### src/rtl/nds_pkg.sv
package nds_pkg;
  typedef enum logic {
    PH_FETCH = 1'b0,
    PH_EXEC  = 1'b1
  } phase_t;

  localparam int DEF_SRC_SEL_W = 2;
  localparam int DEF_DST_SEL_W = 3;
endpackage

### src/rtl/nds_phase.sv
module nds_phase
  import nds_pkg::*;
#(
  parameter int OPC_W = 8
) (
  input  logic             clk,
  input  logic             rst,
  input  logic [OPC_W-1:0] rom_data,
  output phase_t           phase_d,
  output logic [OPC_W-1:0] opc_d
);
  phase_t           phase_q;
  logic [OPC_W-1:0] opc_q;

  // look-ahead values feed the registered control outputs
  always_comb begin
    phase_d = (phase_q == PH_FETCH) ? PH_EXEC : PH_FETCH;
    opc_d   = (phase_q == PH_FETCH) ? rom_data : opc_q;
    if (rst) begin
      phase_d = PH_FETCH;
      opc_d   = '0;
    end
  end

  always_ff @(posedge clk) begin
    phase_q <= phase_d;
    opc_q   <= opc_d;
  end

  // one flop alternates the phases
  assert_fetch_to_exec_R2: assert property (@(posedge clk) disable iff (rst)
    (phase_q == PH_FETCH) |=> (phase_q == PH_EXEC));
  assert_exec_to_fetch_R2: assert property (@(posedge clk) disable iff (rst)
    (phase_q == PH_EXEC) |=> (phase_q == PH_FETCH));
  // the opcode is held through execute
  assert_opc_hold_R4: assert property (@(posedge clk) disable iff (rst)
    (phase_q == PH_EXEC) |=> $stable(opc_q));
  // reset clears the opcode
  assert_reset_clear_R1: assert property (@(posedge clk)
    rst |=> (opc_q == '0 && phase_q == PH_FETCH));
endmodule

### src/rtl/nds_onehot_dec.sv
module nds_onehot_dec #(
  parameter int SEL_W = 2,
  localparam int N_OUT = 1 << SEL_W
) (
  input  logic [SEL_W-1:0] sel,
  input  logic             en,
  output logic [N_OUT-1:0] hot
);
  for (genvar i = 0; i < N_OUT; i++) begin : g_line
    assign hot[i] = en && (sel == SEL_W'(i));
  end
endmodule

### src/rtl/nds_ctl_reg.sv
module nds_ctl_reg #(
  parameter int N_SRC       = 4,
  parameter int N_DST       = 8,
  parameter int ROM_SRC_IDX = 1
) (
  input  logic             clk,
  input  logic             rst,
  input  logic [N_SRC-1:0] src_d,
  input  logic [N_DST-1:0] dst_d,
  input  logic             ir_ld_d,
  input  logic             sel_d,
  input  logic             zp_d,
  input  logic             inc_d,
  output logic [N_SRC-1:0] src_oe,
  output logic [N_DST-1:0] dst_ld,
  output logic             ir_ld,
  output logic             mem_addr_sel,
  output logic             addr_hi_off,
  output logic             pc_inc
);
  localparam logic [N_SRC-1:0] ROM_HOT = N_SRC'(1) << ROM_SRC_IDX;

  always_ff @(posedge clk) begin
    if (rst) begin
      src_oe       <= ROM_HOT;
      dst_ld       <= '0;
      ir_ld        <= 1'b1;
      mem_addr_sel <= 1'b1;
      addr_hi_off  <= 1'b0;
      pc_inc       <= 1'b1;
    end else begin
      src_oe       <= src_d;
      dst_ld       <= dst_d;
      ir_ld        <= ir_ld_d;
      mem_addr_sel <= sel_d;
      addr_hi_off  <= zp_d;
      pc_inc       <= inc_d;
    end
  end

  // exactly one bus source every cycle
  assert_one_source_R6: assert property (@(posedge clk) disable iff (rst)
    $countones(src_oe) == 1);
  // at most one destination, never together with the opcode load
  assert_one_dest_R5: assert property (@(posedge clk) disable iff (rst)
    $onehot0(dst_ld) && !(ir_ld && (dst_ld != '0)));
  // fetch pattern
  assert_fetch_pattern_R3: assert property (@(posedge clk) disable iff (rst)
    ir_ld |-> (src_oe == ROM_HOT && mem_addr_sel && pc_inc && !addr_hi_off));
  // the opcode load and the execute strobes alternate
  assert_alternate_R2: assert property (@(posedge clk) disable iff (rst)
    ir_ld |=> !ir_ld);
  // an extra step only when the address comes from the program counter
  assert_step_needs_pc_R9: assert property (@(posedge clk) disable iff (rst)
    pc_inc |-> mem_addr_sel);
endmodule

### src/rtl/nibble_direct_sequencer.sv
module nibble_direct_sequencer
  import nds_pkg::*;
#(
  parameter int SRC_SEL_W   = DEF_SRC_SEL_W,
  parameter int DST_SEL_W   = DEF_DST_SEL_W,
  parameter int ROM_SRC_IDX = 1,
  localparam int N_SRC = 1 << SRC_SEL_W,
  localparam int N_DST = 1 << DST_SEL_W,
  localparam int OPC_W = DST_SEL_W + SRC_SEL_W + 3
) (
  input  logic             clk,
  input  logic             rst,
  input  logic [OPC_W-1:0] rom_data,
  output logic [N_SRC-1:0] src_oe,
  output logic [N_DST-1:0] dst_ld,
  output logic             ir_ld,
  output logic             mem_addr_sel,
  output logic             addr_hi_off,
  output logic             pc_inc
);
  localparam int SRC_LO   = DST_SEL_W;
  localparam int ZP_BIT   = DST_SEL_W + SRC_SEL_W;
  localparam int PCA_BIT  = ZP_BIT + 1;
  localparam int STEP_BIT = ZP_BIT + 2;
  localparam logic [N_SRC-1:0] ROM_HOT = N_SRC'(1) << ROM_SRC_IDX;

  phase_t           phase_d;
  logic [OPC_W-1:0] opc_d;
  logic             exec_d;
  logic [N_SRC-1:0] src_exec;
  logic [N_DST-1:0] dst_exec;
  logic [N_SRC-1:0] src_d;
  logic             sel_d, zp_d, inc_d;

  nds_phase #(.OPC_W(OPC_W)) u_phase (
    .clk(clk), .rst(rst), .rom_data(rom_data),
    .phase_d(phase_d), .opc_d(opc_d)
  );

  assign exec_d = (phase_d == PH_EXEC);

  nds_onehot_dec #(.SEL_W(SRC_SEL_W)) u_src_dec (
    .sel(opc_d[SRC_LO +: SRC_SEL_W]), .en(exec_d), .hot(src_exec)
  );

  nds_onehot_dec #(.SEL_W(DST_SEL_W)) u_dst_dec (
    .sel(opc_d[DST_SEL_W-1:0]), .en(exec_d), .hot(dst_exec)
  );

  always_comb begin
    if (exec_d) begin
      src_d = src_exec;
      sel_d = opc_d[PCA_BIT];
      zp_d  = opc_d[ZP_BIT];
      inc_d = opc_d[STEP_BIT] & opc_d[PCA_BIT];
    end else begin
      src_d = ROM_HOT;
      sel_d = 1'b1;
      zp_d  = 1'b0;
      inc_d = 1'b1;
    end
  end

  nds_ctl_reg #(.N_SRC(N_SRC), .N_DST(N_DST), .ROM_SRC_IDX(ROM_SRC_IDX)) u_ctl (
    .clk(clk), .rst(rst),
    .src_d(src_d), .dst_d(dst_exec), .ir_ld_d(!exec_d),
    .sel_d(sel_d), .zp_d(zp_d), .inc_d(inc_d),
    .src_oe(src_oe), .dst_ld(dst_ld), .ir_ld(ir_ld),
    .mem_addr_sel(mem_addr_sel), .addr_hi_off(addr_hi_off), .pc_inc(pc_inc)
  );

  // zero page never asserted during fetch
  assert_no_zp_in_fetch_R7: assert property (@(posedge clk) disable iff (rst)
    ir_ld |-> !addr_hi_off);
  // a reset edge always leads into a fetch cycle
  assert_reset_to_fetch_R10: assert property (@(posedge clk)
    rst |=> ir_ld);
endmodule

### config.mk
export PLATFORM = sky130hd
export DESIGN_NAME = nibble_direct_sequencer
export DESIGN_NICKNAME = d
export VERILOG_FILES = /design/src/rtl/nds_pkg.sv /design/src/rtl/nds_phase.sv /design/src/rtl/nds_onehot_dec.sv /design/src/rtl/nds_ctl_reg.sv /design/src/rtl/nibble_direct_sequencer.sv
export SDC_FILE = /design/constraint.sdc
export NUM_CORES = 1
export LEC_CHECK = 0
export ABC_AREA = 1
export ABC_CLOCK_PERIOD_IN_PS = 1000
export BUFFER_PORTS_ARGS = -buffer_cell sky130_fd_sc_hd__buf_2
export CAP_MARGIN = 20
export CORE_MARGIN = 10
export CORE_UTILIZATION = 30
export CTS_BUF_LIST = sky130_fd_sc_hd__clkbuf_4 sky130_fd_sc_hd__clkbuf_8
export DETAILED_ROUTE_END_ITERATION = 10
export PLACE_DENSITY = 0.58
export SETUP_SLACK_MARGIN = 0.15
export SYNTH_ARGS = -nofsm -noshare
export SYNTH_HDL_FRONTEND = slang
export SYNTH_SLANG_ARGS = --single-unit
### constraint.sdc
create_clock -name clk -period 1 [get_ports clk]
set_input_delay 0.2 -clock clk [delete_from_list [all_inputs] [get_ports clk]]
set_output_delay 0.2 -clock clk [all_outputs]
set_load 0.01 [all_outputs]
; ---- Word level (Yosys, flattened, before mapping)
; Cells that the tools add are included.
[classes]
bitwise_logic = 2
n_reduce_logical = 16
n_mux = 4
n_eq_ne = 10
[op_table]
columns = op, count
row1 = two-way mux 8 bit, 2
row2 = equality test 3 bit (second input constant), 4
row3 = logical AND 1 bit, 12
row4 = equality test 3 x 2 -> 1 bit (second input constant), 2
row5 = equality test 2 bit (second input constant), 2
row6 = equality test 3 x 1 -> 1 bit (second input constant), 1
row7 = logical NOT 3 bit, 1
row8 = equality test 2 x 1 -> 1 bit (second input constant), 1
row9 = logical NOT 2 bit, 1
row10 = two-way mux 1 bit, 2
row11 = OR reduction 2 bit, 1
row12 = AND 1 bit, 1
row13 = logical NOT 1 bit, 1
row14 = NOT 1 bit, 1
[word_totals]
wordCells = 40
regBits = 25
input_bits = 10

; ---- Logic depth before layout (Yosys ltp)
; Gate-level depths: netlist of run 1.
[depth]
depth_word = 4
mapped_depth = 5

; ---- By module
; From an unflattened synthesis of run 1, not the netlist that was laid out.
[unflattened]
cells_unflattened = 144
area_unflattened_um2 = 977.2
[by_module_without_submodules]
columns = mod, cells_each, area_per_inst_um2, n_inst
row1 = nds_ctl_reg, 50, 455.4, 1
row2 = nds_phase, 53, 366.6, 1
row3 = nds_onehot_dec at u_dst_dec, 17, 63.8, 1
row4 = nibble_direct_sequencer, 16, 61.3, 1
row5 = nds_onehot_dec at u_src_dec, 8, 30.0, 1

; ---- Worst setup path before layout of run 1
; No wires, ideal clock.
[synth_path]
kind = reg2reg
from = register u_phase.phase_q
to = register u_ctl.dst_ld[0]
stages_incl_launch_ff = 5
path_slack_ns = 0.094
arrival_time_ns = 0.843
n_path_buf = 0
path_cell_list = dfxtp_1 > nor2_4 > inv_4 > or2_4 > nor2_1
[synth_via]
elab_cells_between_ends = 6
classes_between = mux: 4 / reduce/logical: 2
[synth_lines]
columns = item, line
row1 = start: declaration, nds_phase.sv:12  ; phase_t phase_q;
row2 = start signal: assignment, nds_phase.sv:26  ; phase_q <= phase_d;
row3 = two-way mux 1 bit, nds_phase.sv:17  ; phase_d = (phase_q == PH_FETCH) ? PH_EXEC : PH_FETCH;
row4 = two-way mux 1 bit, nds_phase.sv:19  ; if (rst) begin
row5 = net exec_d, nibble_direct_sequencer.sv:29  ; logic exec_d;
row6 = logical AND 1 bit, nds_onehot_dec.sv:10  ; assign hot[i] = en && (sel == SEL_W'(i));
row7 = end signal: assignment, nds_ctl_reg.sv:33  ; dst_ld <= dst_d;
row8 = end: declaration, nds_ctl_reg.sv:15  ; output logic [N_DST-1:0] dst_ld,
; The timed path passes the listed nets, and every way through them passes these cells.
; A chain may end at the register's enable or synchronous reset.

; ---- Worst setup path after layout of run 1
[layout_path]
from = register u_phase.phase_q
to = register u_ctl.dst_ld[3]
; The elaborated chain is that of the path after synthesis.

==> impl_metrics.yaml, run 1 <==
synthesis:
  synth_edf_count: 0
  yosysTopAreaCell: "dfxtp_1"
  synth_top_area_share_pct: 64.41
  syn-num-nets: 77
  syn_avg_cell_area_um2: 8.814
  synth_common_cells: "dfxtp_1, nand2_1, nor2_1"
  synthFlopType: "dfxtp_1"
  synth.most_common_cell: "dfxtp_1"
  synth.distinct_cells: 12
  ys_seq_elements: 19
  async_reset_ff_share_pct: 0
  ys_warn_count: 0
  ys_seq_area_share_pct: 64.41
  syn_area_um2: 590.6
  syn_inst: 67
  ys_top_cells_by_area: "dfxtp_1, nand2_1, nor2_1, inv_1, nand3_1"
clock_tree:
  clk_root_buffer_cell: "clkbuf_4"
  path_clk_slew_ns: 0.10
  clkSinkCount: 19
  cts-buffers-inserted: 3
  cts_tree: "done"
  clk_latency_ns: 0.29
  clock_path_buffers: 2
  htreeDepth: 1
placed_design:
  io_buffer_count: 25
  place_congestion: 0.7037
  dp.cells: 117
  hpwl_um: 1011
global_routing:
  grt_start_max_net_pins: 11
  grt_usage_pct: 6.730
  grt_overflow: 0
  grt_pass1_vias: 538
  antenna_found_initial: 0
  grt_first_pass_wirelength_um: 2242
power:
  power_density_nw_per_um2: 1549
  peakVddDrop_v: 0.0008375
  finalPower_mw: 1.397
  leakage_nw: 0.4565
sta:
  hold_viol_final: 0
  finalSetupViolCount: 0
  skew_ns: 0.004113
  period_share_pct: 95.70
  hold-worst-slack_ns: 0.06690
  rsz0062_at_grt: "true"
  final_max_slew_viol_count: 0
  period_minus_slack_ns: 0.9570
  relSlewSlack_pct: 86.27
  worstMarginPinSlew_ns: 0.2041
  fmax_mhz: 1045
drt:
  vias: 513
  firstDrtPassIters: 3
  wire_per_inst_um: 10.67
  drt_wl_total_um: 1366
  drc: 0
  viasPerCell: 4.008
  drtIter0Drc: 4
  detail-route-antenna-nets: 0
layout:
  fin_util_pct: 50.07
  area_growth_pct: 52.75
  instances_no_fill: 128
  diodes: 0
  drive_gt1_share_pct: 58.25
  finalNetCount: 114
floorplan:
  io_pins: 26
  die_area_um2: 4144
  initial_core_util_pct: 32.78
  fp-row-count: 15
  die_w_um: 64.37
  die_h_um: 64.37
  core_um2: 1802
setup_path:
  path_cells: "nor2_4 > inv_4 > or2_4 > nor2_1"
  crit_family: "simple AND/OR/NAND/NOR gates"
  crit_arrival_ns: 1.19
  cp.buffers_inverters: 1
  end_kind: "flop"
  crit_path_start_kind: "flop"
  crit_path_max_incr_delay_ns: 0.38
  crit_type: "flop to flop"
  path_max_fanout: 5
  slowest_stage: "dfxtp_4"
  critical_path_required_ns: 1.23
hold_path:
  hp-class: "primary input to flop"
flow_run:
  max-cap-violations: 0
outcome:
  status: "finished, final reports clean"
[what timing repair did]
action | in CTS | in global routing
gates cloned | 0 | 0
buffers inserted | 5 | 2
hold buffers | 0 | 0
setup endpoints to repair | 26 | 30
resized for setup | 10 | 13
pin swaps | 8 | 1
[cell families after synthesis]
group	Yosys count	share of synthesized area [%]
compound gates	2	1.695
buf+inv	13	9.323
flops	19	64.41
simple gates	33	24.58
[through the flow]
| step | setup TNS, ns | cell area, um^2 | worst slack, ns |
|---|---|---|---|
| 2_1_floorplan | 0 | 591.8 | 0.1019 |
| 4_1_cts | 0 | 845.8 | 0.04361 |
| 5_1_grt | -0.04260 | 902.1 | -0.02219 |
| 3_3_place_gp | 0 | 748.2 | 0.06362 |
| 6_report | 0 | 902.1 | 0.04303 |
| 3_5_place_dp | 0 | 748.2 | 0.03658 |
[routing by layer]
layer | global-route usage [%] | vias up | wire [um]
li1 | - | 273 | -
met1 | 6.022 | 220 | 523
met2 | 12.32 | 16 | 721
met3 | 2.265 | 4 | 81
met4 | 4.813 | 0 | 40
met5 | 0 | - | 0
[registers in the layout, summed over array words and instances (netlist names)]
register            cells
u_ctl.src_oe            4
u_ctl.mem_addr_sel      1
u_ctl.ir_ld             1
u_ctl.pc_inc            1
u_ctl.dst_ld            8
u_phase.phase_q         1
u_phase.opc_q           2
u_ctl.addr_hi_off       1
[report_power, final]
part | total, mW | internal (mW) | switching [mW]
clock network | 0.396 | 0.182 | 0.214
logic | 0.196 | 0.0937 | 0.102
registers | 0.805 | 0.791 | 0.0146
total | 1.40 | 1.07 | 0.331
[final cells by class]
cell class                 count  area, um^2
fill                         175       899.6
sequential                    19       387.9
timing repair buffer          33       203.9
multi-input combinational     35       201.4
inverter                      12       47.55
tap                           25       31.28
clock buffer                   4       30.03
[worst register-to-register path: cells and delay by family (launching register included)]
kind / cells / cell delay [ns]
buf+inv: 1 / 0.05
simple gates: 3 / 0.48
flops: 1 / 0.38
[layout by cell type (no fill, tap or decap), drive strengths merged]
cell type	n
buf	33
clkbuf	4
dfxtp	19
inv	12
nand2	14
nand3	5
nor2	12
nor4	1
o21ai	2
or2	1
[worst paths after layout]
| kind | from | end | slack [ns] | cells past startpoint |
|---|---|---|---|---|
| setup / recovery | u_phase.phase_q | u_ctl.dst_ld[3] | 0.04 | 4 |
| hold / removal | rom_data[4] | u_ctl.src_oe[0] | 0.07 | 2 |
| setup reg to reg | u_phase.phase_q | u_ctl.dst_ld[3] | 0.04 | 4 |
| hold reg to reg | u_phase.phase_q | u_ctl.src_oe[0] | 0.47 | 1 |
Note: power is estimated with default switching activity, not from simulation.
==> run 2, diff against run 1 <==
ABC_AREA = unset   (was 1)
PLACE_DENSITY = 0.6   (was 0.58)
==> run 2 against run 1 <==
Critical path depth decreased by 2. Final cell count decreased by 31%. Clock skew decreased by 0.0016 ns. Final area decreased by 20%.
==> impl_metrics.yaml, run 2 <==
synthesis:
  syn_avg_cell_area_um2: 11.20
  synth_edf_count: 0
  synth_common_cells: "dfxtp_1, nor2_1, nand2_1, nand2b_1"
  ys_seq_area_share_pct: 69.04
  synth_top_area_share_pct: 69.04
  yosysTopAreaCell: "dfxtp_1"
  ys_seq_elements: 17
  syn_area_um2: 493.0
  ys_top_cells_by_area: "dfxtp_1, nor2_1, nor3_2, nand2b_1, nand2_1"
  synth.distinct_cells: 15
  syn-num-nets: 54
  synthFlopType: "dfxtp_1"
  async_reset_ff_share_pct: 0
  syn_inst: 44
  synth.most_common_cell: "dfxtp_1"
  ys_warn_count: 0
floorplan:
  io_pins: 26
  die_area_um2: 3664
  fp-row-count: 14
  core_um2: 1524
  initial_core_util_pct: 32.35
  die_h_um: 60.54
  die_w_um: 60.54
global_routing:
  grt_usage_pct: 5.407
  grt_overflow: 0
  grt_first_pass_wirelength_um: 1469
  grt_start_max_net_pins: 10
  antenna_found_initial: 0
  grt_pass1_vias: 353
sta:
  worstMarginPinSlew_ns: 0.2143
  skew_ns: 0.002555
  rsz0062_at_grt: "true"
  relSlewSlack_pct: 85.58
  fin_setup_tns_ns: 0
  fmax_mhz: 1072
  period_minus_slack_ns: 0.9327
  final_max_slew_viol_count: 0
  period_share_pct: 93.27
  fin_ws_ns: 0.06730
  hold-worst-slack_ns: 0.1143
  finalSetupViolCount: 0
  hold_viol_final: 0
setup_path:
  cp_num_cells: 2
  r2r-end: "u_ctl.dst_ld[2]"
  crit_path_max_incr_delay_ns: 0.41
  path_max_fanout: 4
  r2r-start: "u_phase.phase_q"
  crit_start: "u_phase.phase_q"
  crit_family: "simple AND/OR/NAND/NOR gates"
  crit_arrival_ns: 1.15
  cp.buffers_inverters: 0
  critical_path_required_ns: 1.21
  r2r_cells: 2
  crit_path_start_kind: "flop"
  regToRegSetupSlack_ns: 0.07
  end_kind: "flop"
  crit_end: "u_ctl.dst_ld[2]"
  slowest_stage: "or3b_4"
  crit_type: "flop to flop"
  path_cells: "or3b_4 > nor3_2"
layout:
  final_cell_mix: "buf_2, dfxtp_1, nor2_2, clkbuf_4, dfxtp_2"
  fin_util_pct: 47.62
  diodes: 0
  finalNetCount: 83
  nFillCells: 149
  fin_area_um2: 725.7
  largest_reg_flops: 8
  final_common_cell: "buf_2"
  area_growth_pct: 47.21
  reg.largest.list: "u_ctl.dst_ld (8), u_ctl.src_oe (4)"
  drive_gt1_share_pct: 65.28
  largest_register: "u_ctl.dst_ld"
clock_tree:
  htreeDepth: 1
  clkSinkCount: 17
  clk_latency_ns: 0.28
  path_clk_slew_ns: 0.09
  clk_root_buffer_cell: "clkbuf_4"
  cts-buffers-inserted: 3
  clock_path_buffers: 2
  cts_tree: "done"
drt:
  firstDrtPassIters: 2
  detail-route-antenna-nets: 0
  drc: 0
  drt_wl_total_um: 1088
  viasPerCell: 4.318
  drtIter0Drc: 4
  wire_per_inst_um: 12.36
  vias: 380
placed_design:
  place_congestion: 0.6783
  post_dp_cell_area_um2: 626.9
  pre_cts_ws_ns: 0.04896
  io_buffer_count: 25
power:
  power_density_nw_per_um2: 1667
  peakVddDrop_v: 0.0006003
  leakage_nw: 0.3382
hold_path:
  hp-class: "primary input to flop"
flow_run:
  max-cap-violations: 0
outcome:
  status: "finished, final reports clean"
run 2: cell types whose count changed in the layout (fill, tap and decap cells not counted), sizes merged, moves of 2 or more:
cell	delta
nand3	-5
buf	-7
nor2	-5
nor3	+4
dfxtp	-2
nand2b	+3
or3	+2
nand2	-11
inv	-10
run 2: how the worst min path moves through the flow:
stage / depth (start not counted) / start / slack [ns] / to
after CTS: 2 / rom_data[4] / 0.09 / u_ctl.src_oe[0]
after floorplan: 1 / rom_data[0] / 0.27 / u_ctl.dst_ld[0]
after global routing: 2 / rom_data[5] / 0.11 / u_ctl.addr_hi_off
final: 2 / rom_data[3] / 0.11 / u_ctl.src_oe[2]
after global placement: 2 / rom_data[4] / 0.40 / u_ctl.src_oe[0]
after detailed placement: 2 / rom_data[4] / 0.40 / u_ctl.src_oe[0]
run 2: cell families (layout without fill, tap and decap cells):
group	count (synthesis)	count (layout)	share of synthesized area [%]
AND/OR/NAND/NOR	22	22	25.89
buffers and inverters	4	32	4.061
flip-flops	17	17	69.04
AO/OA/AOI/OAI	1	1	1.014
run 2: metal layers:
layer	vias to the layer above	routed length (um)	GRT usage (%)
li1	195	-	-
met1	173	360	5.012
met2	10	610	8.676
met3	2	89	1.461
met4	0	27	6.583
met5	-	0	0
run 2: worst reg2reg max path, stage by stage, from the launching register on:
cell and delay (ns):
dfxtp_2 0.35, or3b_4 0.41, nor3_2 0.11
run 2: cell type report:
type / count / area [um^2] / share of cell area (%)
Timing Repair Buffer: 26 / 151.4 / 20.86
Clock buffer: 4 / 30.03 / 4.138
Inverter: 2 / 7.507 / 1.034
Tap cell: 16 / 20.02 / 2.759
Multi-Input combinational cell: 23 / 171.4 / 23.62
Sequential cell: 17 / 345.3 / 47.59
run 2: report_power, final:
part / total [mW] / internal, mW / switching [mW]
Sequential: 0.713 / 0.704 / 0.00834
Clock: 0.370 / 0.182 / 0.188
Combinational: 0.126 / 0.0585 / 0.0679
Total: 1.21 / 0.945 / 0.265
run 2: timing repair:
action / in CTS / in global routing
hold endpoints to repair: 0 / 0
resized for setup: 1 / 15
hold buffers: 0 / 0
endpoints found under the setup margin: 25 / 28
pin swaps: 1 / 1
setup buffers: 1 / 0
run 2: metrics by stage:
stage	power, mW	instances
after global placement	0.8309	83
final	1.209	88
after CTS	1.207	88
after global routing	1.262	88
after floorplan	0.7827	44
after detailed placement	0.8327	83
